`src/rtl/unit_xlate_pkg.sv`:
```
package unit_xlate_pkg;

    localparam int UNIT_W = 12;
    localparam int DEV_W  = 12;
    localparam int PRIV_W = 4;

    typedef logic [UNIT_W-1:0] unit_t;
    typedef logic [DEV_W-1:0]  dev_t;
    typedef logic [PRIV_W-1:0] priv_t;

    localparam priv_t PRIV_USER  = 4'b0001;
    localparam priv_t PRIV_SUPER = 4'b0010;
    localparam priv_t PRIV_HYPER = 4'b0100;
    localparam priv_t PRIV_MACH  = 4'b1000;

    typedef enum logic [1:0] {
        XK_TRAP  = 2'd0,
        XK_ZERO  = 2'd1,
        XK_MINUS = 2'd2,
        XK_RSVD  = 2'd3
    } xkind_e;

    localparam unit_t UNIT_TRAP  = 12'd0;
    localparam unit_t UNIT_ZERO  = 12'd1;
    localparam unit_t UNIT_MINUS = 12'd2;

    // Per-entry attributes; the identifier is kept apart since its width follows XLEN.
    typedef struct packed {
        logic  valid;
        dev_t  dev;
        priv_t mask;
        unit_t unit;
    } entry_attr_t;

    function automatic unit_t fallback_unit(input logic [1:0] kind);
        case (kind)
            XK_ZERO:  return UNIT_ZERO;
            XK_MINUS: return UNIT_MINUS;
            default:  return UNIT_TRAP;
        endcase
    endfunction

endpackage

```
`src/rtl/unit_xlate_table.sv`:
```
module unit_xlate_table
    import unit_xlate_pkg::*;
#(
    parameter int ENTRIES = 16,
    parameter int ID_W    = 20,
    localparam int IDX_W  = $clog2(ENTRIES)
) (
    input  logic              clk,
    input  logic              rst,
    input  logic              wr_en,
    input  logic [IDX_W-1:0]  wr_idx,
    input  entry_attr_t       wr_attr,
    input  logic [ID_W-1:0]   wr_id,
    output entry_attr_t       attr_q [ENTRIES],
    output logic [ID_W-1:0]   id_q   [ENTRIES]
);

    for (genvar e = 0; e < ENTRIES; e++) begin : g_slot
        always_ff @(posedge clk) begin
            if (rst) begin
                attr_q[e].valid <= 1'b0;
            end else if (wr_en && wr_idx == IDX_W'(e)) begin
                attr_q[e].valid <= wr_attr.valid;
            end
        end

        always_ff @(posedge clk) begin
            if (wr_en && wr_idx == IDX_W'(e)) begin
                attr_q[e].dev  <= wr_attr.dev;
                attr_q[e].mask <= wr_attr.mask;
                attr_q[e].unit <= wr_attr.unit;
                id_q[e]        <= wr_id;
            end
        end
    end

endmodule

```
`src/rtl/unit_xlate_match.sv`:
```
module unit_xlate_match
    import unit_xlate_pkg::*;
#(
    parameter int ENTRIES = 16,
    parameter int ID_W    = 20
) (
    input  entry_attr_t       attr_q [ENTRIES],
    input  logic [ID_W-1:0]   id_q   [ENTRIES],
    input  logic [ID_W-1:0]   key_id,
    input  dev_t              key_dev,
    input  priv_t             key_priv,
    output logic [ENTRIES-1:0] hit_vec
);

    for (genvar e = 0; e < ENTRIES; e++) begin : g_cmp
        assign hit_vec[e] = attr_q[e].valid
                          && (id_q[e] == key_id)
                          && (attr_q[e].dev == key_dev)
                          && ((attr_q[e].mask & key_priv) != '0);
    end

endmodule

```
`src/rtl/unit_xlate_prio.sv`:
```
module unit_xlate_prio
    import unit_xlate_pkg::*;
#(
    parameter int ENTRIES = 16
) (
    input  logic [ENTRIES-1:0] hit_vec,
    input  entry_attr_t        attr_q [ENTRIES],
    output logic               any_hit,
    output unit_t              sel_unit
);

    // Scan from the top down so the lowest matching index is written last.
    always_comb begin
        any_hit  = 1'b0;
        sel_unit = '0;
        for (int e = ENTRIES - 1; e >= 0; e--) begin
            if (hit_vec[e]) begin
                any_hit  = 1'b1;
                sel_unit = attr_q[e].unit;
            end
        end
    end

endmodule

```
`src/rtl/unit_xlate.sv`:
```
module unit_xlate
    import unit_xlate_pkg::*;
#(
    parameter int XLEN    = 32,
    parameter int ENTRIES = 16,
    localparam int ID_W   = XLEN - DEV_W,
    localparam int DATA_W = XLEN - UNIT_W,
    localparam int IDX_W  = $clog2(ENTRIES)
) (
    input  logic              clk,
    input  logic              rst,
    input  logic              wr_en,
    input  logic [IDX_W-1:0]  wr_idx,
    input  logic              wr_valid,
    input  logic [ID_W-1:0]   wr_id,
    input  logic [11:0]       wr_dev,
    input  logic [3:0]        wr_mask,
    input  logic [11:0]       wr_unit,
    input  logic              req_valid,
    input  logic [1:0]        req_kind,
    input  logic [XLEN-1:0]   req_rs1,
    input  logic [XLEN-1:0]   req_rs2,
    input  logic [3:0]        cur_priv,
    output logic              rsp_valid,
    output logic [XLEN-1:0]   rsp_word
);

    entry_attr_t        wr_attr;
    entry_attr_t        attr_q [ENTRIES];
    logic [ID_W-1:0]    id_q   [ENTRIES];
    logic [ENTRIES-1:0] hit_vec;
    logic               any_hit;
    unit_t              sel_unit;
    logic [XLEN-1:0]    next_word;

    assign wr_attr = '{valid: wr_valid, dev: wr_dev, mask: wr_mask, unit: wr_unit};

    unit_xlate_table #(.ENTRIES(ENTRIES), .ID_W(ID_W)) table_i (
        .clk     (clk),
        .rst     (rst),
        .wr_en   (wr_en),
        .wr_idx  (wr_idx),
        .wr_attr (wr_attr),
        .wr_id   (wr_id),
        .attr_q  (attr_q),
        .id_q    (id_q)
    );

    unit_xlate_match #(.ENTRIES(ENTRIES), .ID_W(ID_W)) match_i (
        .attr_q   (attr_q),
        .id_q     (id_q),
        .key_id   (req_rs1[XLEN-1:DEV_W]),
        .key_dev  (req_rs1[DEV_W-1:0]),
        .key_priv (cur_priv),
        .hit_vec  (hit_vec)
    );

    unit_xlate_prio #(.ENTRIES(ENTRIES)) prio_i (
        .hit_vec  (hit_vec),
        .attr_q   (attr_q),
        .any_hit  (any_hit),
        .sel_unit (sel_unit)
    );

    always_comb begin
        if (any_hit) begin
            next_word = {req_rs2[DATA_W-1:0], sel_unit};
        end else begin
            next_word = {{DATA_W{1'b0}}, fallback_unit(req_kind)};
        end
    end

    always_ff @(posedge clk) begin
        if (rst) begin
            rsp_valid <= 1'b0;
            rsp_word  <= '0;
        end else begin
            rsp_valid <= req_valid;
            if (req_valid) begin
                rsp_word <= next_word;
            end
        end
    end

endmodule

```
`config.mk`:
```
export PLATFORM = sky130hd
export DESIGN_NAME = unit_xlate
export DESIGN_NICKNAME = d
export VERILOG_FILES = /design/src/rtl/unit_xlate_pkg.sv /design/src/rtl/unit_xlate_table.sv /design/src/rtl/unit_xlate_match.sv /design/src/rtl/unit_xlate_prio.sv /design/src/rtl/unit_xlate.sv
export SDC_FILE = /design/constraint.sdc
export NUM_CORES = 1
export LEC_CHECK = 0
export CORE_ASPECT_RATIO = 2
export CORE_MARGIN = 2
export CORE_UTILIZATION = 50
export CTS_BUF_LIST = sky130_fd_sc_hd__clkbuf_4 sky130_fd_sc_hd__clkbuf_8 sky130_fd_sc_hd__clkbuf_16
export CTS_CLUSTER_SIZE = 10
export DETAILED_ROUTE_END_ITERATION = 8
export DONT_BUFFER_PORTS = 1
export PLACE_DENSITY_LB_ADDON = 0.25
export SKIP_LAST_GASP = 1
export SLEW_MARGIN = 20
export SYNTH_ARGS = -nofsm -noshare
export SYNTH_HDL_FRONTEND = slang
export SYNTH_SLANG_ARGS = --single-unit
```
`constraint.sdc`:
```
create_clock -name clk -period 6.1 [get_ports clk]
set_input_delay 0.915 -clock clk [delete_from_list [all_inputs] [get_ports clk]]
set_output_delay 0.915 -clock clk [all_outputs]
set_load 0.01 [all_outputs]
```
**After elaboration in Yosys (flattened, before gate mapping)**

Cells that the tools add are included.

- Register bits: 817
- Latch bits: 0
- Bits in writable memories: 0
- ROM bits: 0
- Output and inout bits: 33
- Memories kept: 0

- $add $sub $neg: 0
- Multiply operators: 0
- Div/mod/pow operators: 0
- Magnitude comparators: 0
- Eq/ne operators: 49
- Shift operators: 0
- Multiplexer cells: 34
- Bitwise logic cells: 16
- Reductions and logical operators: 81

Operator list:

| operator | count |
|---|---|
| == test 20 bit | 16 |
| == test 12 bit | 16 |
| 2-to-1 mux 12 bit | 16 |
| bitwise AND 4 bit | 16 |
| logical AND 1 bit | 64 |
| nonzero test 4 bit | 16 |
| == test 4 bit, second input constant | 8 |
| 2-to-1 mux 32 bit | 1 |
| == test 4 x 3 -> 1 bit, second input constant | 4 |
| 2-to-1 mux 1 bit | 16 |
| == test 4 x 2 -> 1 bit, second input constant | 2 |
| == test 4 x 1 -> 1 bit, second input constant | 1 |
| zero test 4 bit | 1 |
| one-hot mux 2 bit (2 select lines) | 1 |
| == test 2 x 1 -> 1 bit, second input constant | 1 |
| == test 2 bit, second input constant | 1 |

**Longest topological paths before layout**

- Depth in word-level cells: 21
- Mapped depth: 13
- Gate-level depth less buffers: 9

**By module**

A second synthesis with hierarchy kept.

- Cells, all modules: 2062
- Area, all modules: 33624.7 µm²

Modules (own cells, without submodules):

| module | instances | cells each | area an instance (µm²) | sequential area each (µm²) |
|---|---|---|---|---|
| unit_xlate_table | 1 | 853 | 23792.8 | 23382.4 |
| unit_xlate_match | 1 | 824 | 6794.0 | 0.0 |
| unit_xlate_prio | 1 | 238 | 1765.4 | 0.0 |
| unit_xlate | 1 | 147 | 1272.5 | 660.6 |

**Worst setup path before layout**

Ideal clock, no wire load.

- Path type: input -> register
- Start: input port wr_idx[0]
- End: register table_i.attr_q[463] (netlist name)
- Setup time: 0.128 ns
- Arrival: 5.343 ns
- Required time: 5.972 ns
- Setup slack: 0.630 ns
- Stages on the path: 5
- Cell sequence: or3b_2 > clkbuf_1 > nor3_1 > mux2i_1 > nor2_1

- Word-level cells in the longest chain between the ends: 2

RTL lines:

| item | line | source |
|---|---|---|
| start: declaration | unit_xlate.sv:13 | `input logic [IDX_W-1:0] wr_idx,` |
| zero test 4 bit | unit_xlate_table.sv:22 | `end else if (wr_en && wr_idx == IDX_W'(e)) begin` |
| logical AND 1 bit | unit_xlate_table.sv:22 |  |

No other way between the ends.
A chain may end at the register's enable or synchronous reset.

**Worst setup path in the final report**

- Start: register table_i.attr_q[169] (netlist name)
- End: register rsp_word[7]

- Word-level cells in the longest chain between the ends: 15

RTL lines:

| item | line | source |
|---|---|---|
| == test 12 bit (*) | unit_xlate_match.sv:18 | `&& (attr_q[e].dev == key_dev)` |
| logical AND 1 bit (*) | unit_xlate_match.sv:18 |  |
| logical AND 1 bit (*) | unit_xlate_match.sv:19 | `&& ((attr_q[e].mask & key_priv) != '0);` |
| 2-to-1 mux 12 bit / 2-to-1 mux 1 bit (equally long branches) (11 in series) | unit_xlate_prio.sv:17 | `if (hit_vec[e]) begin` |
| 2-to-1 mux 32 bit (*) | unit_xlate.sv:66 | `if (any_hit) begin` |
| end signal: assignment | unit_xlate.sv:80 | `rsp_word <= next_word;` |
| end: declaration | unit_xlate.sv:25 | `output logic [XLEN-1:0] rsp_word` |

Every way passes the cells marked *; elsewhere a longest branch is shown, timed or not.

==> impl_results.md <==
* FF+latch area at 0.0240 mm^2
* Final period util at 0.656
* Synth cell types at 62
* Worst setup SP type: register
* WL final at 99,400 um
* Die Y at 372 um
* RD Place Congestion at 0.838
* Pin count of the biggest net entering global routing at 67
* Seq cells post-synth at 817
* Num rows at 135
* Vias in the first global route at 19,100
* Fmax at 250 MHz
* Share of cells above drive strength 1 at 0.0933
* # fillers at 5,295
* RSZ-0062 raised after global routing: false
* Critical Path RT at 6.68 ns
* Post-Syn Area at 0.0338 mm^2
* CP peak stage delay at 0.93 ns
* Synth Area per Inst at 15.2 um^2
* CP endpoint: rsp_word[7]
* Share of the yosys chip area belonging to registers at 0.710
* Most used cell, CP: nand3_1
* Die Area at 0.0699 mm^2
* WL per Instance at 31.2 um
* Overall power at 11.7 mW
* CP max-delay cell: or4_1
* Area Overhead vs Synth at 10.6%
* Max Root-Sink Buffers at 3
* Top post-synthesis cells by area: edfxtp_1 (68%), xnor2_1 (9.5%), xor2_1 (3.8%)
* CTS clock-pin slew for the worst setup and hold paths at 0.06 ns
* Pleak at 11.6 nW
* DR vias at 19,700
* Initial core utilization at 0.502
* Tightest Pin Transition at 1.23 ns
* R2R Path Start: table_i.attr_q[169]
* First-pass GRT wire length at 140,000 um
* Max-slew headroom at 0.176
* # port buffers at 0
* Flop2flop setup slack at 2.10 ns
* Most frequent cells in the layout: edfxtp_1 (768), xnor2_1 (366), xor2_1 (147)
* Post-DP Area at 0.0347 mm^2
* Final setup fails at 0
* Final nets at 2,371
* Num CTS Buffers at 91
* Final hold vios at 0
* Most common cell after layout, fill and taps aside: edfxtp_1
* Min-delay worst type: input port to register
* Asr flop ratio synth at 0
* Gate Count Post-Synth at 2,230
* Final Cell Area at 0.0374 mm^2
* Crit-path max FO at 13
* Cell Pwr Density at 313 mW/mm^2
* Detail Placement HPWL at 59,100 um
* Crit. End Element: register
* H-tree levels at 3
* Multi-input combinational cell area at 0.00918 mm^2
* Max-slew violation count at 0
* Critical Path Source: table_i.attr_q[169]
* Global route overflow at 0
* GRT Total Usage at 0.288
* Max_cap viols at 0
* Crit path time final at 4.00 ns
* Primary FF master, synth: edfxtp_1
* Post-synth EDFFs at 768
* Clk root buf: clkbuf_16
* CP arrival at 4.59 ns
* DRT iter0 DRCs at 2,204
* Vias per cell at 6.17
* Worst Skew at 0.0223 ns
* Reg2reg path depth at 8
* Post-CTS sizing at 0
* Post CTS Setup Buffer Count at 0
* Top-area cell type share of the netlist area at 0.681
* Initial antenna violation count at 3
* Critical path class: register to register
* Setup TNS at 0 ns
* Status: complete, no violations
* First-pass DRT Iterations at 7
* Hold Buf Count CTS at 0
* Antenna Nets Post-Route at 0
* CTS tree: built
* Max IR drop VDD at 0.000262 V
* Syn_nets at 2,357
* Die W at 188 um
* Final WS setup at 2.10 ns
* Pre-CTS setup slack at 1.59 ns
* R2R Path End: rsp_word[7]
* Crit-path cells: xor2_1 -> nor4_1 -> nand3_1 -> or4_1 -> nand3_1 -> o211ai_1 -> o311ai_1 -> a31o_2
* Clk sinks at 817
* DRC at 0
* Ports at 160
* Area leader, netlist: edfxtp_1
* Clk_lat worst skew at 0.65 ns
* Core box area at 0.0674 mm^2
* Ys Warns at 0
[cells by family (layout without fill, tap and decap cells)]
family | after synthesis | count (layout) | synth area share
compound gates | 227 | 227 | 0.0487
flops | 817 | 817 | 0.710
xor+xnor | 513 | 513 | 0.133
buf+inv | 146 | 210 | 0.0221
other cells | 0 | 1 | 0
simple gates | 510 | 510 | 0.0810
mux | 17 | 17 | 0.00506
[state kept, by name (all words and copies together) (netlist names)]
name and cells:
rsp_valid 1, table_i.id_q 320, rsp_word 32, table_i.attr_q 464
[stage by stage]
step	hold slack [ns]	std cells	util
3_3_place_gp	0.457	3041	0.515
5_1_grt	0.324	3184	0.556
6_report	0.349	3185	0.556
4_1_cts	0.315	3184	0.556
3_5_place_dp	0.471	3041	0.515
2_1_floorplan	0.454	2230	-
[synth_stat cells, drive strengths merged, types with 4 or more instances]
cell type  count
nand2         79
a221oi        20
nor2b          4
o211ai        14
a21oi         54
a31o           8
a32o          10
nor3b          4
nand4        106
or4            8
o311ai        10
a22oi         14
nand2b        30
xnor2        366
a22o           9
nor2          95
and3          13
o221ai        13
clkbuf        32
buf           78
dfxtp         49
a311oi         9
xor2         147
a211oi        14
nor3          39
inv           35
o22ai         10
and2           8
a31oi         10
nor4          47
edfxtp       768
o21ai         16
nand3b         5
nand3         58
mux2i         16
o2111ai        4
[layout make-up]
cell class                 instances  share of cell area
multi-input combinational       1267               0.245
tap                              890              0.0297
timing repair buffer              31             0.00621
clock inverter                     5             0.00167
sequential                       817               0.642
clock buffer                     138              0.0716
antenna                            1           0.0000668
inverter                          36             0.00361
[report_power, final]
group	leakage [nW]	switching, mW	internal (mW)
combinational	2.88	0.159	0.169
sequential	7.33	0.0399	6.25
clock	1.39	2.09	3.01
total	11.6	2.29	9.43
[layer usage]
layer,vias to the layer above,wire [um],GRT usage
met3,178,9340,0.0509
li1,8375,-,-
met2,1068,48800,0.485
met5,-,0,0
met4,0,3660,0.114
met1,10000,37600,0.373
[worst min-delay path by stage]
stage	startpoint	to	slack (ns)	cells after the start
finish	rst	rsp_word[13]	0.35	1
floorplan	table_i.attr_q[318]	table_i.attr_q[318]	0.45	2
CTS	rst	rsp_word[16]	0.32	1
global placement	table_i.attr_q[289]	table_i.attr_q[289]	0.46	2
detailed placement	table_i.attr_q[144]	table_i.attr_q[144]	0.47	2
global route	rst	rsp_word[15]	0.32	1
[worst max-delay path, delay by kind of cell, from the launching register on]
kind            cells  cell delay [ns]
compound gates      3             0.84
xor+xnor            1             0.15
simple gates        4             2.57
flops               1             0.37
Note: power is estimated with default switching activity, not from simulation.
